### src/rtl/edge_irq_pkg.sv
// Shared page codes and register offsets for the edge interrupt capture unit.
package edge_irq_pkg;
    typedef enum logic [1:0] {
        PG_PORT = 2'd0,
        PG_POL  = 2'd1,
        PG_ENA  = 2'd2,
        PG_CAP  = 2'd3
    } page_e;

    localparam int          BYTE_W     = 8;
    localparam int          OFF_W      = 4;
    localparam logic [3:0]  OFF_SUMM   = 4'h6;
    localparam logic [3:0]  OFF_BANK0  = 4'h8;
endpackage

### src/rtl/edge_sync_detect.sv
// Resynchronises asynchronous line levels through SYNC_STAGES flops, then
// compares the synchronised level with its value one clock earlier.
// Assumes: lines are quasi-static relative to clk; reset drives all stages to 0.
module edge_sync_detect #(
    parameter int WIDTH       = 24,
    parameter int SYNC_STAGES = 2
) (
    input  logic             clk,
    input  logic             rst_n,
    input  logic [WIDTH-1:0] level_in,
    output logic [WIDTH-1:0] rise,
    output logic [WIDTH-1:0] fall
);
    logic [WIDTH-1:0] stage_q [SYNC_STAGES];
    logic [WIDTH-1:0] last_q;

    // first synchroniser stage samples the raw pins
    always_ff @(posedge clk) begin
        if (!rst_n) stage_q[0] <= '0;
        else        stage_q[0] <= level_in;
    end

    genvar s;
    generate
        for (s = 1; s < SYNC_STAGES; s++) begin : g_sync
            // further synchroniser stages
            always_ff @(posedge clk) begin
                if (!rst_n) stage_q[s] <= '0;
                else        stage_q[s] <= stage_q[s-1];
            end
        end
    endgenerate

    // hold the previous synchronised level for comparison
    always_ff @(posedge clk) begin
        if (!rst_n) last_q <= '0;
        else        last_q <= stage_q[SYNC_STAGES-1];
    end

    // edge flags from current versus previous level
    always_comb begin
        rise = stage_q[SYNC_STAGES-1] & ~last_q;
        fall = ~stage_q[SYNC_STAGES-1] & last_q;
    end
endmodule

### src/rtl/edge_cfg_regs.sv
// Holds the per-line polarity and enable bytes. One byte register per bank
// byte, loaded when the bank decode selects that byte on the owning page.
// Assumes: byte selects are one-hot or zero.
module edge_cfg_regs #(
    parameter int NUM_BYTES = 3,
    localparam int LINES    = NUM_BYTES * edge_irq_pkg::BYTE_W
) (
    input  logic                 clk,
    input  logic                 rst_n,
    input  logic [NUM_BYTES-1:0] pol_sel,
    input  logic [NUM_BYTES-1:0] ena_sel,
    input  logic [7:0]           wdata,
    output logic [LINES-1:0]     pol_q,
    output logic [LINES-1:0]     ena_q
);
    genvar b;
    generate
        for (b = 0; b < NUM_BYTES; b++) begin : g_byte
            // polarity byte b: 1 selects rising, 0 selects falling
            always_ff @(posedge clk) begin
                if (!rst_n)          pol_q[b*8 +: 8] <= '0;
                else if (pol_sel[b]) pol_q[b*8 +: 8] <= wdata;
            end
            // enable byte b: 1 lets the line capture
            always_ff @(posedge clk) begin
                if (!rst_n)          ena_q[b*8 +: 8] <= '0;
                else if (ena_sel[b]) ena_q[b*8 +: 8] <= wdata;
            end
        end
    endgenerate
endmodule

### src/rtl/edge_id_latch.sv
// Sticky capture bits, one per line, grouped into bytes. A mask write keeps
// only bits written as 1; a hit in the same cycle wins over the mask.
// Also forms the per-byte nonzero summary.
// Assumes: clr_sel is one-hot or zero.
module edge_id_latch #(
    parameter int NUM_BYTES = 3,
    localparam int LINES    = NUM_BYTES * edge_irq_pkg::BYTE_W
) (
    input  logic                 clk,
    input  logic                 rst_n,
    input  logic [LINES-1:0]     hit,
    input  logic [NUM_BYTES-1:0] clr_sel,
    input  logic [7:0]           wdata,
    output logic [LINES-1:0]     cap_q,
    output logic [NUM_BYTES-1:0] summ
);
    genvar b;
    generate
        for (b = 0; b < NUM_BYTES; b++) begin : g_byte
            logic [7:0] keep;
            // mask applied only when this byte is written
            always_comb keep = clr_sel[b] ? wdata : 8'hFF;
            // capture update: masked old bits plus new hits
            always_ff @(posedge clk) begin
                if (!rst_n) cap_q[b*8 +: 8] <= '0;
                else        cap_q[b*8 +: 8] <= (cap_q[b*8 +: 8] & keep) | hit[b*8 +: 8];
            end
            // byte nonzero summary
            always_comb summ[b] = |cap_q[b*8 +: 8];
        end
    endgenerate
endmodule

### src/rtl/edge_irq_capture.sv
// Top of the edge interrupt capture unit. Decodes page/offset writes from the
// register bank into byte selects, qualifies edges with polarity and enable,
// and serves combinational reads of all paged bytes and the summary.
// Assumes: the register bank owns page 0 port registers; this block ignores them.
module edge_irq_capture #(
    parameter int NUM_BYTES   = 3,
    parameter int SYNC_STAGES = 2,
    localparam int LINES      = NUM_BYTES * edge_irq_pkg::BYTE_W
) (
    input  logic                 clk,
    input  logic                 rst_n,
    input  logic [LINES-1:0]     line_in,
    input  logic                 wr_en,
    input  logic [1:0]           wr_page,
    input  logic [3:0]           wr_off,
    input  logic [7:0]           wr_data,
    input  logic [1:0]           rd_page,
    input  logic [3:0]           rd_off,
    output logic [7:0]           rd_data,
    output logic [NUM_BYTES-1:0] pending,
    output logic                 irq
);
    import edge_irq_pkg::*;

    logic [LINES-1:0]     rise, fall, hit;
    logic [LINES-1:0]     pol_q, ena_q, cap_q;
    logic [NUM_BYTES-1:0] byte_hit, pol_sel, ena_sel, cap_sel;

    edge_sync_detect #(.WIDTH(LINES), .SYNC_STAGES(SYNC_STAGES)) u_det (
        .clk(clk), .rst_n(rst_n), .level_in(line_in), .rise(rise), .fall(fall)
    );

    // write decode: which bank byte is addressed on which page
    always_comb begin
        for (int b = 0; b < NUM_BYTES; b++) begin
            byte_hit[b] = wr_en && (wr_off == OFF_BANK0 + 4'(b));
            pol_sel[b]  = byte_hit[b] && (wr_page == PG_POL);
            ena_sel[b]  = byte_hit[b] && (wr_page == PG_ENA);
            cap_sel[b]  = byte_hit[b] && (wr_page == PG_CAP);
        end
    end

    edge_cfg_regs #(.NUM_BYTES(NUM_BYTES)) u_cfg (
        .clk(clk), .rst_n(rst_n), .pol_sel(pol_sel), .ena_sel(ena_sel),
        .wdata(wr_data), .pol_q(pol_q), .ena_q(ena_q)
    );

    // qualify edges by polarity and enable
    always_comb hit = ena_q & ((pol_q & rise) | (~pol_q & fall));

    edge_id_latch #(.NUM_BYTES(NUM_BYTES)) u_cap (
        .clk(clk), .rst_n(rst_n), .hit(hit), .clr_sel(cap_sel),
        .wdata(wr_data), .cap_q(cap_q), .summ(pending)
    );

    // request level from the summary
    always_comb irq = |pending;

    // read mux: summary on any page, bank bytes on pages 1 to 3
    always_comb begin
        rd_data = '0;
        if (rd_off == OFF_SUMM) begin
            rd_data[NUM_BYTES-1:0] = pending;
        end else begin
            for (int b = 0; b < NUM_BYTES; b++) begin
                if (rd_off == OFF_BANK0 + 4'(b)) begin
                    case (rd_page)
                        PG_POL:  rd_data = pol_q[b*8 +: 8];
                        PG_ENA:  rd_data = ena_q[b*8 +: 8];
                        PG_CAP:  rd_data = cap_q[b*8 +: 8];
                        default: rd_data = '0;
                    endcase
                end
            end
        end
    end
endmodule

### config.mk
export PLATFORM = sky130hd
export DESIGN_NAME = edge_irq_capture
export DESIGN_NICKNAME = d
export VERILOG_FILES = /design/src/rtl/edge_irq_pkg.sv /design/src/rtl/edge_sync_detect.sv /design/src/rtl/edge_cfg_regs.sv /design/src/rtl/edge_id_latch.sv /design/src/rtl/edge_irq_capture.sv
export SDC_FILE = /design/constraint.sdc
export NUM_CORES = 1
export LEC_CHECK = 0
export ABC_AREA = 1
export CAP_MARGIN = 25
export CORE_ASPECT_RATIO = 2
export CORE_MARGIN = 2
export CORE_UTILIZATION = 32
export DETAILED_ROUTE_END_ITERATION = 12
export DONT_BUFFER_PORTS = 1
export MAX_ROUTING_LAYER = met4
export PLACE_DENSITY = 0.46
export SLEW_MARGIN = 20
export SYNTH_ARGS = -nofsm -noshare
export SYNTH_HDL_FRONTEND = slang
export SYNTH_SLANG_ARGS = --single-unit
export TNS_END_PERCENT = 20
### constraint.sdc
create_clock -name clk -period 1.23 [get_ports clk]
set_clock_uncertainty 0.2 [all_clocks]
set_input_delay 0 -clock clk [delete_from_list [all_inputs] [get_ports clk]]
set_output_delay 0 -clock clk [all_outputs]
set_load 0.01 [all_outputs]
==> results.cfg, run 1 <==
[pwr]
power_density_nw_per_um2 = 1310
power.internal_mw = 8.56
power.switching_mw = 2.49
clock_power_share = 0.502
switching_share = 0.225
p_leak_nw = 3.92
seqPwrFrac = 0.436
power_frac_comb = 0.062
vdd_drop_max_mv = 0.725
power_mw = 11.0

[setup_path]
crit_end = rd_data[1]
r2r_setup_slack_ns = 0
path_max_fanout = 3
r2r_start = u_det.stage_q[0][16]
crit_path_end_kind = output pin
crit_arrival_ns = 1.46
crit_type = reg -> out
reg2reg_to = u_det.stage_q[1][16]
cp-start-kind = flip-flop
critPathLaunch = u_cap.cap_q[14]
reg2regPathDepth = 3
critPathRequiredTime_ns = 1.03

[synth]
synth_fp_nets = 929
netlist_area_um2 = 6080
synthTopCellsByArea = dfxtp_1 47%, nand2_1 15%, inv_1 9.1%
synth.distinct_cells = 19
yosysSeqAreaShare = 0.474
synth_area_leader_cell = dfxtp_1
synth_top_area_share = 0.474
ys_warn_count = 0
synth-seq-cells = 144
synthCells = 882
syn-mean-instance-area_um2 = 6.90

[grt]
grt_pass1_vias = 5731
grt_max_degree = 114
grt_antenna_before_repair = 1
grt_usage = 0.208
grt_overflow_total = 0
grt_pass1_wl_um = 30500

[timing]
rsz0062_at_grt = yes
max_clock_freq_mhz = 604
fin_crit_ns = 1.66
finalHoldViolations = 113
slew_headroom = 0.647
fin_crit_sh = 1.35
finalSetupViolations = 12
fin_ws_ns = -0.426
slew_viol_final = 0
worst_pin_slew_ns = 0.530
fin_hold_ws_ns = -0.523

[placement]
placed_area_um2 = 6700
dp_hpwl_um = 13500
io_buffers = 0
place_congestion = 0.912
dp.cells = 1155

[routing]
wl_per_cell_um = 15.6
drt-initial-drc-count = 253
drc = 0
vias = 5872
ant_nets = 0
dr.pass1.iters = 7
viasPerCell = 4.62
finalWirelength_um = 19800

[layout]
nFillCells = 1933
register_area_um2 = 2920
drive_above_1_share = 0.186
final_cell_mix = 221 x nand2_1, 141 x inv_1, 117 x dfxtp_1
syn2layout_area_growth_pct = 38.5
multi_input_area_um2 = 2700
stdcell_area_um2 = 8420
fin_nets = 1048
final_common_cell = nand2_1
final_cells = 1270

[cts]
h-tree-depth = 4
numCtsBuffers = 17
ctsRootBufferMaster = clkbuf_16
cts_tree = built
cts_sinks = 144
insertion_delay_ns = 0.42
cts_buffer_depth = 2
clkTransAtPathRegs_ns = 0.06

[status]
failed_checks = hold timing, setup timing
status = complete, but fails checks

[floorplanning]
io_pins = 59
die_w_um = 101
chipHeight_um = 199
die_area_um2 = 20200
core_um2 = 18700
floorplan.initialDensity = 0.324
rows = 71

[flow_run]
maxCapViolCount = 0

[hold_path]
hold_class = in -> reg
## how the worst min path moves through the flow
stage          slack (ns)  depth (start not counted)                   end        start
2_1_floorplan       -0.10                          2   u_det.stage_q[0][0]   line_in[0]
3_3_place_gp        -0.10                          2   u_det.stage_q[0][1]   line_in[1]
3_5_place_dp         -0.1                          2  u_det.stage_q[0][20]  line_in[20]
4_1_cts             -0.53                          2      u_det.last_q[18]        rst_n
5_1_grt             -0.53                          2  u_det.stage_q[1][18]        rst_n
6_report            -0.52                          2      u_det.last_q[18]        rst_n
## sequential cells by signal (all words and copies together) (netlist names)
signal / flops
u_cap.cap_q: 24
u_cfg.ena_q: 24
u_det.last_q: 24
u_cfg.pol_q: 24
u_det.stage_q: 48
## critical path, cell delays in order, from the launching register on
cell and delay, ns:
dfxtp_2 0.33, nor2_1 0.09, nand2_1 0.07, nor2_1 0.10, buf_4 0.15, inv_4 0.05
nand2_2 0.04, nand4_1 0.20
## layout make-up
class                      instances  area share
clock inverter                    12      0.0218
sequential                       144       0.347
antenna                            1    0.000297
clock buffer                      20      0.0530
multi-input combinational        552       0.321
timing repair buffer             134       0.151
inverter                         152      0.0680
tap                              255      0.0379
## logic make-up (layout without fill, tap and decap cells)
kind of cell	after synthesis	after routing	synth area share
buf+inv	186	318	0.118
flops	144	144	0.474
simple gates	448	448	0.320
other cells	0	1	0
compound gates	104	104	0.0885
## synth_stat cells (all sizes together)
master / n
inv: 152
clkbuf: 18
nand3: 89
nor2: 78
o21ai: 49
a21oi: 48
buf: 16
dfxtp: 144
nor3: 4
nand2: 236
o211ai: 7
and3: 1
nand4: 40
## per-layer routing
metal / track usage / vias up / part of all wire
met1: 0.205 / 2657 / 0.38
met4: 0.116 / 0 / 0.047
met5: - / - / 0
met2: 0.372 / 146 / 0.53
met3: 0.0422 / 53 / 0.041
li1: - / 3016 / -
## power groups by stage
stage	clock, mW	combinational, mW	sequential [mW]
final	5.55	0.682	4.82
after global placement	0	0.427	4.92
after global routing	5.87	0.748	4.83
after detailed placement	0	0.428	4.92
after CTS	5.70	0.659	4.82
after floorplan	0	0.338	4.91
## timing repair
action                                  in CTS  in global routing
gates resized for setup                     24                 84
hold buffers                                76                  1
endpoints found under the setup margin      12                 54
buffers inserted                             1                  4
pin swaps                                    4                 32
endpoints found under the hold margin      144                108
## metrics by stage
step                worst slack (ns)  hold slack, ns  utilization  setup TNS, ns
floorplan                      0.124          -0.102            -              0
global placement             -0.0121          -0.100        0.357        -0.0180
detailed placement           -0.0167         -0.0985        0.357        -0.0460
CTS                           -0.421          -0.533        0.434          -6.24
global route                  -0.467          -0.526        0.449          -4.38
finish                        -0.426          -0.523        0.449          -3.66
No activity file was read; power rests on OpenSTA's default activity.
==> run 2, diff against run 1 <==
CORE_MARGIN = 5   (was 2)
RECOVER_POWER = 50   (was unset)
==> run 2 against run 1 <==
  * The flow still finishes with violations (hold timing, setup timing)
  * Clock-buffer cell count down 1
  * Worst hold slack better by 0.0072 ns
  * Register-to-register slack improved by 0.09 ns
  * Sequential power barely moved
  * Sequential share of layout area up 0.89 points
  * First-iteration DRC count down 1.2%
  * Highest routed layer unchanged
==> results.cfg, run 2 (synthesized netlist as in run 1, its figures left out) <==
[routing]
drc = 0
viasPerCell = 4.62
wl_per_cell_um = 15.8
vias = 5816
dr.pass1.iters = 5
ant_nets = 0
drt-initial-drc-count = 250
finalWirelength_um = 19900

[pwr]
power_density_nw_per_um2 = 1280
power.switching_mw = 2.49
power_frac_comb = 0.064
seqPwrFrac = 0.460
power_mw = 10.5
vdd_drop_max_mv = 1.02
power.internal_mw = 7.97
p_leak_nw = 3.75
clock_power_share = 0.476
switching_share = 0.238

[floorplanning]
die_area_um2 = 22000
floorplan.initialDensity = 0.324
chipHeight_um = 205
io_pins = 59
rows = 71
die_w_um = 107
core_um2 = 18700

[setup_path]
path_max_fanout = 3
crit_type = reg -> out
r2r_start = u_det.stage_q[1][6]
critPathRequiredTime_ns = 1.03
reg2reg_to = u_cap.cap_q[6]
cp-start-kind = flip-flop
reg2regPathDepth = 3
crit_path_end_kind = output pin
r2r_setup_slack_ns = 0.09
crit_arrival_ns = 1.46

[layout]
multi_input_area_um2 = 2600
final_cells = 1259
fin_nets = 1039
final_common_cell = nand2_1
largest_register = u_det.stage_q
syn2layout_area_growth_pct = 34.6
antennaDiodeCount = 0
largest_reg_flops = 48
nFillCells = 1966
register_area_um2 = 2910
drive_above_1_share = 0.148
final_cell_mix = 227 x nand2_1, 140 x inv_1, 122 x dfxtp_1

[placement]
place_congestion = 0.971
dp.cells = 1148
io_buffers = 0
dp_hpwl_um = 13900

[timing]
fin_crit_sh = 1.35
worst_pin_slew_ns = 0.522
slew_headroom = 0.651
finalSetupViolations = 20
fin_crit_ns = 1.66
setup_tns_ns = -4.29
rsz0062_at_grt = yes
fin_ws_ns = -0.430
slew_viol_final = 0
finalHoldViolations = 107
max_clock_freq_mhz = 602
fin_hold_ws_ns = -0.515

[grt]
grt_max_degree = 114
grt_pass1_vias = 5690
grt_antenna_before_repair = 0
grt_overflow_total = 0
grt_usage = 0.192
grt_pass1_wl_um = 30900

[cts]
h-tree-depth = 4
insertion_delay_ns = 0.42
cts_tree = built
cts_buffer_depth = 2
clkTransAtPathRegs_ns = 0.07
cts_sinks = 144
numCtsBuffers = 17
ctsRootBufferMaster = clkbuf_16

[hold_path]
hold_depth = 2
holdPathEnd = u_det.stage_q[1][1]
min_from = rst_n
hold_class = in -> reg

[status]
failed_checks = hold timing, setup timing
status = complete, but fails checks

[flow_run]
maxCapViolCount = 0
## run 2: timing repair
item                                    CTS  global route
resized for setup                        33            56
hold buffers                             74             4
pin swaps                                 8            14
endpoints found under the setup margin   12            47
setup buffers                             2             0
endpoints found under the hold margin   144           100
## run 2: worst max-delay path by stage
stage	from	slack (ns)	end	cells after the start
after detailed placement	u_cap.cap_q[20]	-0.10	rd_data[2]	6
after CTS	u_cap.cap_q[19]	-0.44	rd_data[2]	6
after global routing	u_cap.cap_q[13]	-0.50	rd_data[1]	7
after global placement	u_cap.cap_q[20]	-0.10	rd_data[2]	6
final	u_cap.cap_q[13]	-0.43	rd_data[1]	7
after floorplan	rd_off[2]	0.12	rd_data[3]	7
## run 2: per-stage QoR
stage	utilization	hold WS [ns]	setup slack, ns	cell area, um^2
finish	0.437	-0.515	-0.430	8190
global route	0.437	-0.536	-0.499	8190
CTS	0.430	-0.537	-0.437	8050
detailed placement	0.356	-0.0979	-0.101	6670
global placement	0.356	-0.0984	-0.100	6670
floorplan	-	-0.102	0.124	6080
## run 2: layer usage
metal,track usage,wire length (um)
met5,-,0
met3,0.0337,734
met2,0.335,10500
met4,0.121,1110
met1,0.195,7550
## run 2: worst max-delay path, stage by stage (launching register included)
cell	delay, ns
dfxtp_2	0.33
nor2_1	0.10
nand2_1	0.08
nor2_1	0.11
buf_4	0.17
inv_4	0.04
nand2_2	0.04
nand4_1	0.17
## run 2: cell type report
| class | instances | share of cell area |
|---|---|---|
| clock buffer | 19 | 0.0553 |
| sequential | 144 | 0.355 |
| tap | 255 | 0.0390 |
| multi-input combinational | 552 | 0.317 |
| timing repair buffer | 125 | 0.150 |
| clock inverter | 12 | 0.0136 |
| inverter | 152 | 0.0700 |
## run 2: power groups by stage
stage | clock [mW] | sequential, mW | combinational (mW)
after detailed placement | 0 | 4.92 | 0.421
after floorplan | 0 | 4.91 | 0.338
after global placement | 0 | 4.92 | 0.419
after global routing | 5.29 | 4.83 | 0.735
after CTS | 5.12 | 4.82 | 0.645
final | 4.98 | 4.82 | 0.667
